<file path="config.mk">
export PLATFORM = sky130hd
export DESIGN_NAME = nor_prog_seq
export DESIGN_NICKNAME = d
export VERILOG_FILES = /design/src/rtl/nps_pkg.sv /design/src/rtl/nps_chunk_calc.sv /design/src/rtl/nps_poll_timer.sv /design/src/rtl/nps_byte_gate.sv /design/src/rtl/nor_prog_seq.sv
export SDC_FILE = /design/constraint.sdc
export NUM_CORES = 1
export LEC_CHECK = 0
export BUFFER_PORTS_ARGS = -buffer_cell sky130_fd_sc_hd__buf_4
export CAP_MARGIN = 0
export CORE_MARGIN = 3
export CORE_UTILIZATION = 57
export CTS_CLUSTER_DIAMETER = 50
export DETAILED_ROUTE_END_ITERATION = 7
export GPL_ROUTABILITY_DRIVEN = 1
export PLACE_DENSITY = 0.77
export SLEW_MARGIN = 5
export SYNTH_ARGS = -nofsm -noshare
export SYNTH_HDL_FRONTEND = slang
export SYNTH_HIERARCHICAL = 1
export SYNTH_SLANG_ARGS = --single-unit
</file>
<file path="constraint.sdc">
create_clock -name clk -period 8.3 [get_ports clk]
set_input_delay 0 -clock clk [delete_from_list [all_inputs] [get_ports clk]]
set_output_delay 0 -clock clk [all_outputs]
set_load 0.1 [all_outputs]
</file>
<file path="src/rtl/nps_pkg.sv">
`timescale 1ns/1ps
package nps_pkg;

    localparam logic [7:0] OP_WREN = 8'h06;
    localparam logic [7:0] OP_PROG = 8'h02;
    localparam logic [7:0] OP_RDSR = 8'h05;

    localparam int SR_WIP = 0;
    localparam int SR_WEL = 1;

    typedef enum logic [1:0] {
        ERR_NONE = 2'd0,
        ERR_DEV  = 2'd1,
        ERR_WEL  = 2'd2,
        ERR_NRDY = 2'd3
    } err_e;

    typedef enum logic [3:0] {
        S_IDLE,
        S_WE_CMD,
        S_WE_RSP,
        S_LC_CMD,
        S_LC_RSP,
        S_PG_CMD,
        S_PG_DATA,
        S_PG_RSP,
        S_GAP,
        S_PL_CMD,
        S_PL_RSP,
        S_FIN
    } seq_st_e;

    function automatic logic is_cmd_state(seq_st_e s);
        return (s == S_WE_CMD) || (s == S_LC_CMD) || (s == S_PG_CMD) || (s == S_PL_CMD);
    endfunction

    function automatic logic [7:0] st_opcode(seq_st_e s);
        logic [7:0] op;
        case (s)
            S_WE_CMD: op = OP_WREN;
            S_PG_CMD: op = OP_PROG;
            default:  op = OP_RDSR;
        endcase
        return op;
    endfunction

endpackage

</file>
<file path="src/rtl/nps_chunk_calc.sv">
`timescale 1ns/1ps
module nps_chunk_calc #(
    parameter int ADDR_W = 24,
    parameter int LEN_W  = 16,
    parameter int PGLG_W = 4
) (
    input  logic [ADDR_W-1:0] addr,
    input  logic [LEN_W-1:0]  left,
    input  logic [PGLG_W-1:0] pg_lg,
    output logic [LEN_W-1:0]  chunk
);
    // One spare bit so a full page (2^pg_lg) is representable.
    localparam int CW = LEN_W + 1;

    logic [CW-1:0] pg_sz;
    logic [CW-1:0] addr_lo;
    logic [CW-1:0] offset;
    logic [CW-1:0] room;

    always_comb begin
        pg_sz   = CW'(1) << pg_lg;
        addr_lo = CW'(addr);
        offset  = addr_lo & (pg_sz - CW'(1));
        room    = pg_sz - offset;
        if ({1'b0, left} < room) begin
            chunk = left;
        end else begin
            chunk = room[LEN_W-1:0];
        end
    end
endmodule

</file>
<file path="src/rtl/nps_poll_timer.sv">
`timescale 1ns/1ps
module nps_poll_timer #(
    parameter int GAP_CYC   = 16,
    parameter int MAX_READS = 10000
) (
    input  logic clk,
    input  logic rst,
    input  logic gap_load,
    input  logic poll_clr,
    input  logic poll_read,
    output logic gap_done,
    output logic last_read
);
    localparam int GW = $clog2(GAP_CYC + 2);
    localparam int PW = $clog2(MAX_READS + 1);

    logic [PW-1:0] reads;

    generate
        if (GAP_CYC == 0) begin : g_nogap
            // No spacing wanted: the gap is always already over.
            assign gap_done = 1'b1;
        end else begin : g_gap
            logic [GW-1:0] gap_cnt;
            always_ff @(posedge clk) begin
                if (rst) begin
                    gap_cnt <= '0;
                end else if (gap_load) begin
                    gap_cnt <= GW'(GAP_CYC);
                end else if (gap_cnt != '0) begin
                    gap_cnt <= gap_cnt - 1'b1;
                end
            end
            assign gap_done = (gap_cnt == '0) && !gap_load;
        end
    endgenerate

    always_ff @(posedge clk) begin
        if (rst || poll_clr) begin
            reads <= '0;
        end else if (poll_read) begin
            reads <= reads + 1'b1;
        end
    end

    // High while the read now in flight is the final one allowed.
    assign last_read = (reads == PW'(MAX_READS - 1));
endmodule

</file>
<file path="src/rtl/nps_byte_gate.sv">
`timescale 1ns/1ps
module nps_byte_gate #(
    parameter int LEN_W  = 16,
    parameter int DATA_W = 8
) (
    input  logic              clk,
    input  logic              rst,
    input  logic              load,
    input  logic [LEN_W-1:0]  load_len,
    input  logic              active,
    input  logic              in_valid,
    input  logic [DATA_W-1:0] in_data,
    output logic              in_ready,
    output logic              tx_valid,
    output logic [DATA_W-1:0] tx_data,
    input  logic              tx_ready,
    output logic              last_beat
);
    logic [LEN_W-1:0] left;
    logic             beat;

    assign tx_valid  = active && in_valid;
    assign in_ready  = active && tx_ready;
    assign tx_data   = in_data;
    assign beat      = tx_valid && tx_ready;
    assign last_beat = beat && (left == LEN_W'(1));

    always_ff @(posedge clk) begin
        if (rst) begin
            left <= '0;
        end else if (load) begin
            left <= load_len;
        end else if (beat) begin
            left <= left - 1'b1;
        end
    end
endmodule

</file>
<file path="src/rtl/nor_prog_seq.sv">
`timescale 1ns/1ps
module nor_prog_seq
    import nps_pkg::*;
#(
    parameter int ADDR_W    = 24,
    parameter int LEN_W     = 16,
    parameter int PGLG_W    = 4,
    parameter int MAX_POLLS = 10000,
    parameter int POLL_GAP  = 16
) (
    input  logic              clk,
    input  logic              rst,
    input  logic              init_done,
    input  logic              req_valid,
    output logic              req_ready,
    input  logic [ADDR_W-1:0] req_addr,
    input  logic [LEN_W-1:0]  req_len,
    input  logic [PGLG_W-1:0] page_lg,
    output logic              done,
    output logic [1:0]        err,
    input  logic              in_valid,
    input  logic [7:0]        in_data,
    output logic              in_ready,
    output logic              cmd_valid,
    input  logic              cmd_ready,
    output logic [7:0]        cmd_op,
    output logic [ADDR_W-1:0] cmd_addr,
    output logic [LEN_W-1:0]  cmd_len,
    output logic              tx_valid,
    output logic [7:0]        tx_data,
    input  logic              tx_ready,
    input  logic              rsp_valid,
    input  logic [1:0]        rsp_flags
);
    typedef struct packed {
        logic [ADDR_W-1:0] addr;
        logic [LEN_W-1:0]  left;
    } cursor_t;

    seq_st_e           st;
    cursor_t           cur;
    logic [PGLG_W-1:0] pg_lg_q;
    logic [LEN_W-1:0]  chunk_q;
    logic [LEN_W-1:0]  chunk_nx;
    err_e              err_q;

    logic gap_done, last_read, last_beat;
    logic gate_load, gap_load, poll_clr, poll_read;
    logic sr_busy, sr_latch;

    assign sr_busy  = rsp_flags[SR_WIP];
    assign sr_latch = rsp_flags[SR_WEL];

    nps_chunk_calc #(
        .ADDR_W(ADDR_W), .LEN_W(LEN_W), .PGLG_W(PGLG_W)
    ) u_chunk (
        .addr  (cur.addr),
        .left  (cur.left),
        .pg_lg (pg_lg_q),
        .chunk (chunk_nx)
    );

    nps_poll_timer #(
        .GAP_CYC(POLL_GAP), .MAX_READS(MAX_POLLS)
    ) u_poll (
        .clk       (clk),
        .rst       (rst),
        .gap_load  (gap_load),
        .poll_clr  (poll_clr),
        .poll_read (poll_read),
        .gap_done  (gap_done),
        .last_read (last_read)
    );

    nps_byte_gate #(
        .LEN_W(LEN_W), .DATA_W(8)
    ) u_gate (
        .clk       (clk),
        .rst       (rst),
        .load      (gate_load),
        .load_len  (chunk_q),
        .active    (st == S_PG_DATA),
        .in_valid  (in_valid),
        .in_data   (in_data),
        .in_ready  (in_ready),
        .tx_valid  (tx_valid),
        .tx_data   (tx_data),
        .tx_ready  (tx_ready),
        .last_beat (last_beat)
    );

    // Control strobes to the helpers
    always_comb begin
        gate_load = (st == S_PG_CMD) && cmd_ready;
        gap_load  = 1'b0;
        poll_clr  = 1'b0;
        poll_read = 1'b0;
        if ((st == S_PG_RSP) && rsp_valid) begin
            gap_load = 1'b1;
            poll_clr = 1'b1;
        end
        if ((st == S_PL_RSP) && rsp_valid) begin
            poll_read = 1'b1;
            if (sr_busy && !last_read) begin
                gap_load = 1'b1;
            end
        end
    end

    // Sequencer
    always_ff @(posedge clk) begin
        if (rst) begin
            st      <= S_IDLE;
            cur     <= '0;
            pg_lg_q <= '0;
            chunk_q <= '0;
            err_q   <= ERR_NONE;
        end else begin
            case (st)
                S_IDLE: begin
                    if (req_valid) begin
                        if (!init_done) begin
                            err_q <= ERR_DEV;
                            st    <= S_FIN;
                        end else if (req_len == '0) begin
                            err_q <= ERR_NONE;
                            st    <= S_FIN;
                        end else begin
                            err_q    <= ERR_NONE;
                            cur.addr <= req_addr;
                            cur.left <= req_len;
                            pg_lg_q  <= page_lg;
                            st       <= S_WE_CMD;
                        end
                    end
                end
                S_WE_CMD: if (cmd_ready) st <= S_WE_RSP;
                S_WE_RSP: if (rsp_valid) st <= S_LC_CMD;
                S_LC_CMD: if (cmd_ready) st <= S_LC_RSP;
                S_LC_RSP: begin
                    if (rsp_valid) begin
                        if (sr_latch) begin
                            chunk_q <= chunk_nx;
                            st      <= S_PG_CMD;
                        end else begin
                            err_q <= ERR_WEL;
                            st    <= S_FIN;
                        end
                    end
                end
                S_PG_CMD:  if (cmd_ready) st <= S_PG_DATA;
                S_PG_DATA: if (last_beat) st <= S_PG_RSP;
                S_PG_RSP: begin
                    if (rsp_valid) begin
                        cur.addr <= cur.addr + ADDR_W'(chunk_q);
                        cur.left <= cur.left - chunk_q;
                        st       <= S_GAP;
                    end
                end
                S_GAP:    if (gap_done) st <= S_PL_CMD;
                S_PL_CMD: if (cmd_ready) st <= S_PL_RSP;
                S_PL_RSP: begin
                    if (rsp_valid) begin
                        if (!sr_busy) begin
                            st <= (cur.left == '0) ? S_FIN : S_WE_CMD;
                        end else if (last_read) begin
                            err_q <= ERR_NRDY;
                            st    <= S_FIN;
                        end else begin
                            st <= S_GAP;
                        end
                    end
                end
                S_FIN:   st <= S_IDLE;
                default: st <= S_IDLE;
            endcase
        end
    end

    assign req_ready = (st == S_IDLE);
    assign done      = (st == S_FIN);
    assign err       = err_q;
    assign cmd_valid = is_cmd_state(st);
    assign cmd_op    = st_opcode(st);
    assign cmd_addr  = cur.addr;
    assign cmd_len   = (st == S_PG_CMD) ? chunk_q : '0;
endmodule

</file>
# Word level (Yosys, flattened, before mapping)
# Cells that the tools add are included.
dict set report word_totals {
  inputBits 62
  reg_bits 101
  output_inout_bits 63
  wordCells 122
}
dict set report op_classes {
  add_sub_neg 7
  n_lt_le_gt_ge 1
  n_eq_ne 29
  n_reduce_logical 30
  bitwise_logic 2
  n_shift 1
  muxes 42
}
# operator count
set ops {}
lappend ops {{40-bit two-way mux} 4}
lappend ops {{40-bit case mux with 2 select lines} 1}
lappend ops {{16-bit two-way mux} 4}
lappend ops {{4-bit two-way mux} 16}
lappend ops {{4-bit case mux with 11 select lines} 1}
lappend ops {{16-bit zero test} 2}
lappend ops {{2-bit != test (second input constant)} 16}
lappend ops {{24-bit by 16-bit adder with 24-bit output} 1}
lappend ops {{17-bit bitwise AND} 1}
lappend ops {{16-bit by 17-bit less-than comparator with 1-bit output} 1}
lappend ops {{1-bit by 4-bit left shift with 17-bit output (first input constant)} 1}
lappend ops {{17-bit by 1-bit subtractor with 17-bit output (second input constant)} 1}
lappend ops {{17-bit subtractor} 1}
lappend ops {{16-bit by 1-bit equality test with 1-bit output (second input constant)} 1}
lappend ops {{4-bit by 3-bit equality test with 1-bit output (second input constant)} 4}
lappend ops {{4-bit equality test (second input constant)} 4}
lappend ops {{16-bit by 1-bit subtractor with 16-bit output (second input constant)} 1}
lappend ops {{16-bit subtractor} 1}
lappend ops {{14-bit by 1-bit adder with 14-bit output (second input constant)} 1}
lappend ops {{14-bit equality test (second input constant)} 1}
lappend ops {{2-bit two-way mux} 7}
lappend ops {{11-bit AND reduction} 1}
lappend ops {{5-bit two-way mux} 2}
lappend ops {{1-bit logical AND} 9}
lappend ops {{other kinds (19)} 30}

# Depth between registers and ports, before layout
dict set report depth {
  ltp_word 9
  mapped_depth 23
  ltp_nobuf 20
}

# Cells and area by module
# The synthesis kept the hierarchy.
# mod seq_area_each_um2 cells_per_inst instances area_per_inst_um2
set by_module_without_submodules {}
lappend by_module_without_submodules {nor_prog_seq 1321.3 692 1 5167.5}
lappend by_module_without_submodules {nps_chunk_calc 0.0 252 1 1863.0}
lappend by_module_without_submodules {nps_byte_gate 320.3 116 1 978.4}
lappend by_module_without_submodules {nps_poll_timer 380.4 102 1 898.4}

# Worst setup path before layout
# Ideal clock, no wire load.
dict set report synth_path {
  path_kind {register to register}
  start {register pg_lg_q[3]}
  end {register chunk_q[12]}
  required_ps 8230
  setup_ps 70
  arrival_ps 4945
  n_path_buf 3
  synth_period_minus_slack_ps 5016
  stages_incl_launch_ff 23
  slack_ps 3284
  path_cell_list {dfxtp_1 buf_6 or4b_4 ha_1 clkbuf_1 nand2_1 a21oi_1 nor4_1 and4b_4 o21ai_4 o311a_1 or3_4 ha_1 o21a_1 o21ai_0 a2111oi_1 o32ai_1 a41oi_2 a22oi_4 buf_12 mux2i_1 nand2_1 a21oi_1}
}
dict set report synth_between {
  elab_chain_cells 6
}
# element line_no
set synth_rtl {}
lappend synth_rtl {{start: declaration} nor_prog_seq.sv:42} ;# logic [PGLG_W-1:0] pg_lg_q;
lappend synth_rtl {{start signal: assignment} nor_prog_seq.sv:132} ;# pg_lg_q <= page_lg;
lappend synth_rtl {{1-bit by 4-bit left shift with 17-bit output (*)} nps_chunk_calc.sv:21} ;# pg_sz = CW'(1) << pg_lg;
lappend synth_rtl {{17-bit by 1-bit subtractor with 17-bit output} nps_chunk_calc.sv:23} ;# offset = addr_lo & (pg_sz - CW'(1));
lappend synth_rtl {{17-bit bitwise AND} nps_chunk_calc.sv:23}
lappend synth_rtl {{17-bit subtractor (*)} nps_chunk_calc.sv:24} ;# room = pg_sz - offset;
lappend synth_rtl {{16-bit by 17-bit less-than comparator with 1-bit output} nps_chunk_calc.sv:25} ;# if ({1'b0, left} < room) begin
lappend synth_rtl {{16-bit two-way mux (*)} nps_chunk_calc.sv:25}
lappend synth_rtl {{via chunk_nx[12]} nor_prog_seq.sv:44} ;# logic [LEN_W-1:0] chunk_nx;
lappend synth_rtl {{end signal: assignment} nor_prog_seq.sv:143} ;# chunk_q <= chunk_nx;
lappend synth_rtl {{end: declaration} nor_prog_seq.sv:43} ;# logic [LEN_W-1:0] chunk_q;
# The timed path passes the listed nets; every way through them passes the cells marked *.
# A chain may end at the register's enable or synchronous reset.

# Final worst setup path
dict set report layout_path {
  start {register pg_lg_q[2]}
  end {register chunk_q[1]}
}
# Same word-level chain as after synthesis.

==> flow_summary.html <==
<table>
<tr><th>Metric</th><th>Value</th></tr>
<tr><th colspan="2">Layout</th></tr>
<tr><td>Diode count</td><td>0</td></tr>
<tr><td>Area delta synth-&gt;final</td><td>11.1%</td></tr>
<tr><td>Final standard cell utilization of the core</td><td>64.9%</td></tr>
<tr><td>Layout net count</td><td>1324</td></tr>
<tr><td>Share of cells above drive strength 1</td><td>14.9%</td></tr>
<tr><td>Most common cell after layout, fill and taps aside</td><td>nand2_1</td></tr>
<tr><td>Commonest cells after routing, fill and taps aside</td><td>127 x nand2_1, 112 x nor2_1, 107 x buf_4, 101 x dfxtp_1, 88 x a21oi_1</td></tr>
<tr><th colspan="2">STA</th></tr>
<tr><td>Slack of the critical path</td><td>2.10 ns</td></tr>
<tr><td>RSZ-0062 raised after global routing</td><td>no</td></tr>
<tr><td>Slew HR</td><td>32.1%</td></tr>
<tr><td>Highest attainable clock frequency</td><td>161 MHz</td></tr>
<tr><td>Final Critical Period</td><td>6.20 ns</td></tr>
<tr><td>Final clock period utilization by the worst path</td><td>between 70% and 80%</td></tr>
<tr><td>Slew at the pin closest to its max-slew limit</td><td>1.02 ns</td></tr>
<tr><td>Count of final hold-check violations</td><td>0</td></tr>
<tr><td>Sum Neg Setup Slack</td><td>0 ns</td></tr>
<tr><td>Setup violation total in the final timing report</td><td>0</td></tr>
<tr><td>Max Transition Viols Final</td><td>0</td></tr>
<tr><td>Worst Skew</td><td>about 0.0094 ns</td></tr>
<tr><th colspan="2">Clock network</th></tr>
<tr><td>Number of clock sinks seen by CTS</td><td>between 100 and 150</td></tr>
<tr><td>TritonCTS clock tree</td><td>yes</td></tr>
<tr><td>Maximum buffer depth of the clock tree</td><td>2</td></tr>
<tr><td>Post-CTS setup buffer count</td><td>0</td></tr>
<tr><td>Post-CTS resize count</td><td>0</td></tr>
<tr><td>Hold-fix buffers, CTS</td><td>22</td></tr>
<tr><td>Latest clock arrival within the worst-skew pair</td><td>0.36 ns</td></tr>
<tr><td>Register clock-pin slew on the reported worst setup and hold paths</td><td>0.07 ns</td></tr>
<tr><td>Cell at the root of the clock tree</td><td>clkbuf_16</td></tr>
<tr><td>Number of H-tree levels</td><td>3</td></tr>
<tr><td>Number of buffers created by CTS</td><td>9</td></tr>
<tr><th colspan="2">Worst setup path</th></tr>
<tr><td>Critical path fanouts, max</td><td>32</td></tr>
<tr><td>Critical Path AT</td><td>6.40 ns</td></tr>
<tr><td>Worst reg2reg path depth</td><td>19</td></tr>
<tr><td>Cell chain of the critical path</td><td>or4_1 -&gt; ha_1 -&gt; nor2_1 -&gt; a2111o_1 -&gt; o211ai_2 -&gt; and4b_4 -&gt; o21ai_4 -&gt; o311a_1 -&gt; or3_4 -&gt; ha_1 -&gt; o21a_1 -&gt; o21ai_0 -&gt; a2111oi_1 -&gt; o32ai_1 -&gt; a41oi_2 -&gt; a22oi_4 -&gt; mux2_4 -&gt; nand2_1 -&gt; a21oi_1</td></tr>
<tr><td>Data required time at the worst endpoint</td><td>8.50 ns</td></tr>
<tr><td>Cell type of the slowest stage on the worst timing path</td><td>dfxtp_1</td></tr>
<tr><td>Setup crit end kind</td><td>flip-flop</td></tr>
<tr><td>Critical path startpoint category</td><td>flip-flop</td></tr>
<tr><td>Crit path top cell by count</td><td>ha_1</td></tr>
<tr><td>Crit Path Class</td><td>flip-flop to flip-flop</td></tr>
<tr><td>Worst R2R Start</td><td>pg_lg_q[2]</td></tr>
<tr><td>Delay of the slowest cell on the worst path</td><td>0.99 ns</td></tr>
<tr><td>Reg-to-reg critical path endpoint</td><td>chunk_q[1]</td></tr>
<tr><td>Slack of the worst reg-to-reg path</td><td>2.10 ns</td></tr>
<tr><th colspan="2">Route</th></tr>
<tr><td>Number of detailed-routing iterations run before antenna repair</td><td>5</td></tr>
<tr><td>Total via count after detailed routing</td><td>8963</td></tr>
<tr><td>Routed wire length</td><td>27000 um</td></tr>
<tr><td>DRC</td><td>0</td></tr>
<tr><td>WL/cell</td><td>19.0 um</td></tr>
<tr><td>Number of routed nets with antenna violations</td><td>0</td></tr>
<tr><td>Violation count after the first detailed-route iteration</td><td>884</td></tr>
<tr><td>Average vias per placed instance</td><td>6.30</td></tr>
<tr><th colspan="2">Global route</th></tr>
<tr><td>Overall Global Routing Usage</td><td>31.3%</td></tr>
<tr><td>Aggregate global routing overflow</td><td>0</td></tr>
<tr><td>Largest net degree at the start of global routing</td><td>86</td></tr>
<tr><td>Via count of the first global-routing pass</td><td>~8200</td></tr>
<tr><td>First-pass GRT wire length</td><td>42800 um</td></tr>
<tr><td>Antenna violations before repair</td><td>0</td></tr>
<tr><th colspan="2">Synthesis</th></tr>
<tr><td>Number of enable-type register cells in the synthesized netlist</td><td>0</td></tr>
<tr><td>Most used flip-flop cell after synthesis</td><td>dfxtp_1</td></tr>
<tr><td>Fraction of synthesized cell area in xor and xnor cells</td><td>3.83%</td></tr>
<tr><td>Number of storage elements in the synthesis netlist</td><td>101</td></tr>
<tr><td>Post-synthesis adder-cell area fraction</td><td>8.15%</td></tr>
<tr><td>Sequential cell area fraction in the yosys report</td><td>22.7%</td></tr>
<tr><td>Cell area after synthesis</td><td>8910 sq um</td></tr>
<tr><td>Post-synthesis area per instance</td><td>7.67 sq um</td></tr>
<tr><td>Distinct cells, synth</td><td>between 100 and 150</td></tr>
<tr><td>Compound-cell area share of the yosys netlist</td><td>26.1%</td></tr>
<tr><td>Synth Area in Simple Gates</td><td>26.4%</td></tr>
<tr><td>Number of warnings printed during yosys synthesis</td><td>6</td></tr>
<tr><td>Multiplexer area fraction after synthesis</td><td>3.54%</td></tr>
<tr><td>Async S/R FF share, synth</td><td>0%</td></tr>
<tr><td>Dominant combinational cell family by area after synthesis</td><td>simple AND/OR/NAND/NOR gates</td></tr>
<tr><td>Instance count of the mapped netlist</td><td>1162</td></tr>
<tr><th colspan="2">Die</th></tr>
<tr><td>Die width</td><td>131 um</td></tr>
<tr><td>Total Die Area</td><td>17200 sq um</td></tr>
<tr><td>Placement row count</td><td>45</td></tr>
<tr><td>Y dimension of the die</td><td>131 um</td></tr>
<tr><td>Area of the core</td><td>15300 sq um</td></tr>
<tr><td>Initial standard-cell utilization of the core</td><td>about three fifths</td></tr>
<tr><td>Boundary Pins</td><td>125</td></tr>
<tr><th colspan="2">Hold path</th></tr>
<tr><td>Hold Path Sink</td><td>tx_data[2]</td></tr>
<tr><td>HP Class</td><td>input port to primary output</td></tr>
<tr><td>Worst Hold Depth</td><td>0</td></tr>
<tr><td>Origin of the worst min-delay path</td><td>in_data[2]</td></tr>
<tr><th colspan="2">Placed design</th></tr>
<tr><td>Port Buf Inserts</td><td>103</td></tr>
<tr><td>Dpl hpwl</td><td>19700 um</td></tr>
<tr><td>Worst setup timing slack at the placement stage</td><td>between 2 and 2.5 ns</td></tr>
<tr><td>Routability congestion estimate from global placement</td><td>roughly 0.95</td></tr>
<tr><th colspan="2">Flow run</th></tr>
<tr><td>Max-cap violation count</td><td>0</td></tr>
<tr><th colspan="2">Pwr</th></tr>
<tr><td>Worst voltage drop across the vdd grid</td><td>between 0.3 and 0.4 mV</td></tr>
<tr><td>Static leakage power</td><td>0.00397 uW</td></tr>
<tr><td>P per Cell Area</td><td>237 nW/um^2</td></tr>
<tr><th colspan="2">Run status</th></tr>
<tr><td>Status</td><td>completed</td></tr>
</table>
==> through the flow <==
stage / hold slack [ns] / power, uW / std cells / instance area [sq um]
global placement: 0.000681 / 1860 / 1384 / 9380
CTS: 0.000681 / 2330 / 1422 / 9900
global route: 0.000214 / 2480 / 1422 / 9900
finish: 0.0000324 / 2350 / 1422 / 9900
detailed placement: 0.000681 / 1890 / 1384 / 9380
floorplan: 0.0724 / 1690 / 1166 / 8920
==> per-layer routing <==
layer  up-vias  global-route usage (%)  part of all wire [%]
met2       409                    50.5                    46
met1      4175                    42.1                    43
met3        65                    5.73                   8.1
li1       4314                       -                     -
met4         0                    10.9                   3.4
met5         -                       0                     0
==> state kept, by name, summed over array words and instances (netlist names), 4 cells and up <==
name,count
cmd_addr,24
pg_lg_q,4
u_poll/g_gap.gap_cnt,5
chunk_q,16
u_gate/left,16
u_poll/reads,14
cur,16
st,4
==> cells in the mapped netlist, types with 6 or more instances <==
library cell / n / area (sq um)
buf_4: 40 / 300
nand3b_1: 6 / 45.0
mux2i_1: 24 / 240
o21a_1: 9 / 67.6
a211o_1: 7 / 61.3
o211ai_1: 12 / 90.1
nor2_1: 112 / 420
dfxtp_1: 101 / 2020
nand2_1: 127 / 477
nor2b_1: 8 / 50.1
a311oi_1: 9 / 78.8
or2_2: 6 / 37.5
o22ai_1: 6 / 37.5
or3_1: 18 / 113
nor3_1: 29 / 145
or4_1: 11 / 82.6
o31ai_1: 11 / 82.6
a21oi_1: 88 / 440
nor4_1: 14 / 87.6
clkbuf_1: 25 / 93.8
inv_1: 51 / 191
a211oi_1: 28 / 210
and3_1: 8 / 50.1
ha_1: 54 / 676
o21ai_0: 41 / 205
buf_2: 25 / 125
and2_1: 9 / 56.3
nand2b_1: 18 / 113
nand3_1: 31 / 155
xor2_1: 19 / 166
a31oi_1: 15 / 93.8
o211a_1: 7 / 70.1
a21o_1: 16 / 120
nand4_1: 19 / 119
xnor2_1: 20 / 175
==> cell families (layout without fill, tap and decap cells) <==
family | count (synthesis) | after routing
xor+xnor | 39 | 39
fa+ha+maj | 57 | 57
mux | 30 | 30
flops | 101 | 101
buf+inv | 156 | 201
compound gates | 323 | 323
simple gates | 454 | 454
other cells | 2 | 6
==> worst max-delay path by stage <==
stage | cells past startpoint | startpoint | endpoint | slack [ns]
after floorplan | 22 | pg_lg_q[3] | chunk_q[12] | 3.28
after global placement | 19 | pg_lg_q[2] | chunk_q[1] | 2.37
after detailed placement | 19 | pg_lg_q[2] | chunk_q[1] | 2.20
after CTS | 19 | pg_lg_q[2] | chunk_q[1] | 2.19
after global routing | 19 | pg_lg_q[2] | chunk_q[0] | 1.83
final | 19 | pg_lg_q[2] | chunk_q[1] | 2.10
==> worst max-delay path, delay by kind of cell, from the launching register on <==
kind                       cells  cell delay [ns]
AOI/OAI and AO/OA             11             2.66
and+or+nand+nor                5             1.22
DFF                            1             0.99
adders and majority gates      2             0.80
muxes                          1             0.35
==> area by class of cell <==
class	count	area, sq um
clock inverter	7	73.8
tap	211	264
clock buffer	9	225
fill	1385	5360
multi-input combinational	909	6080
sequential	101	2020
timing repair buffer	129	1020
inverter	56	210
==> report_power, final <==
group | switching (uW) | internal [uW] | total (uW)
Combinational | 793 | 459 | 1250
Clock | 203 | 235 | 438
Sequential | 115 | 541 | 656
Total | 1110 | 1230 | 2350
Power figures use the tool's default switching activity.
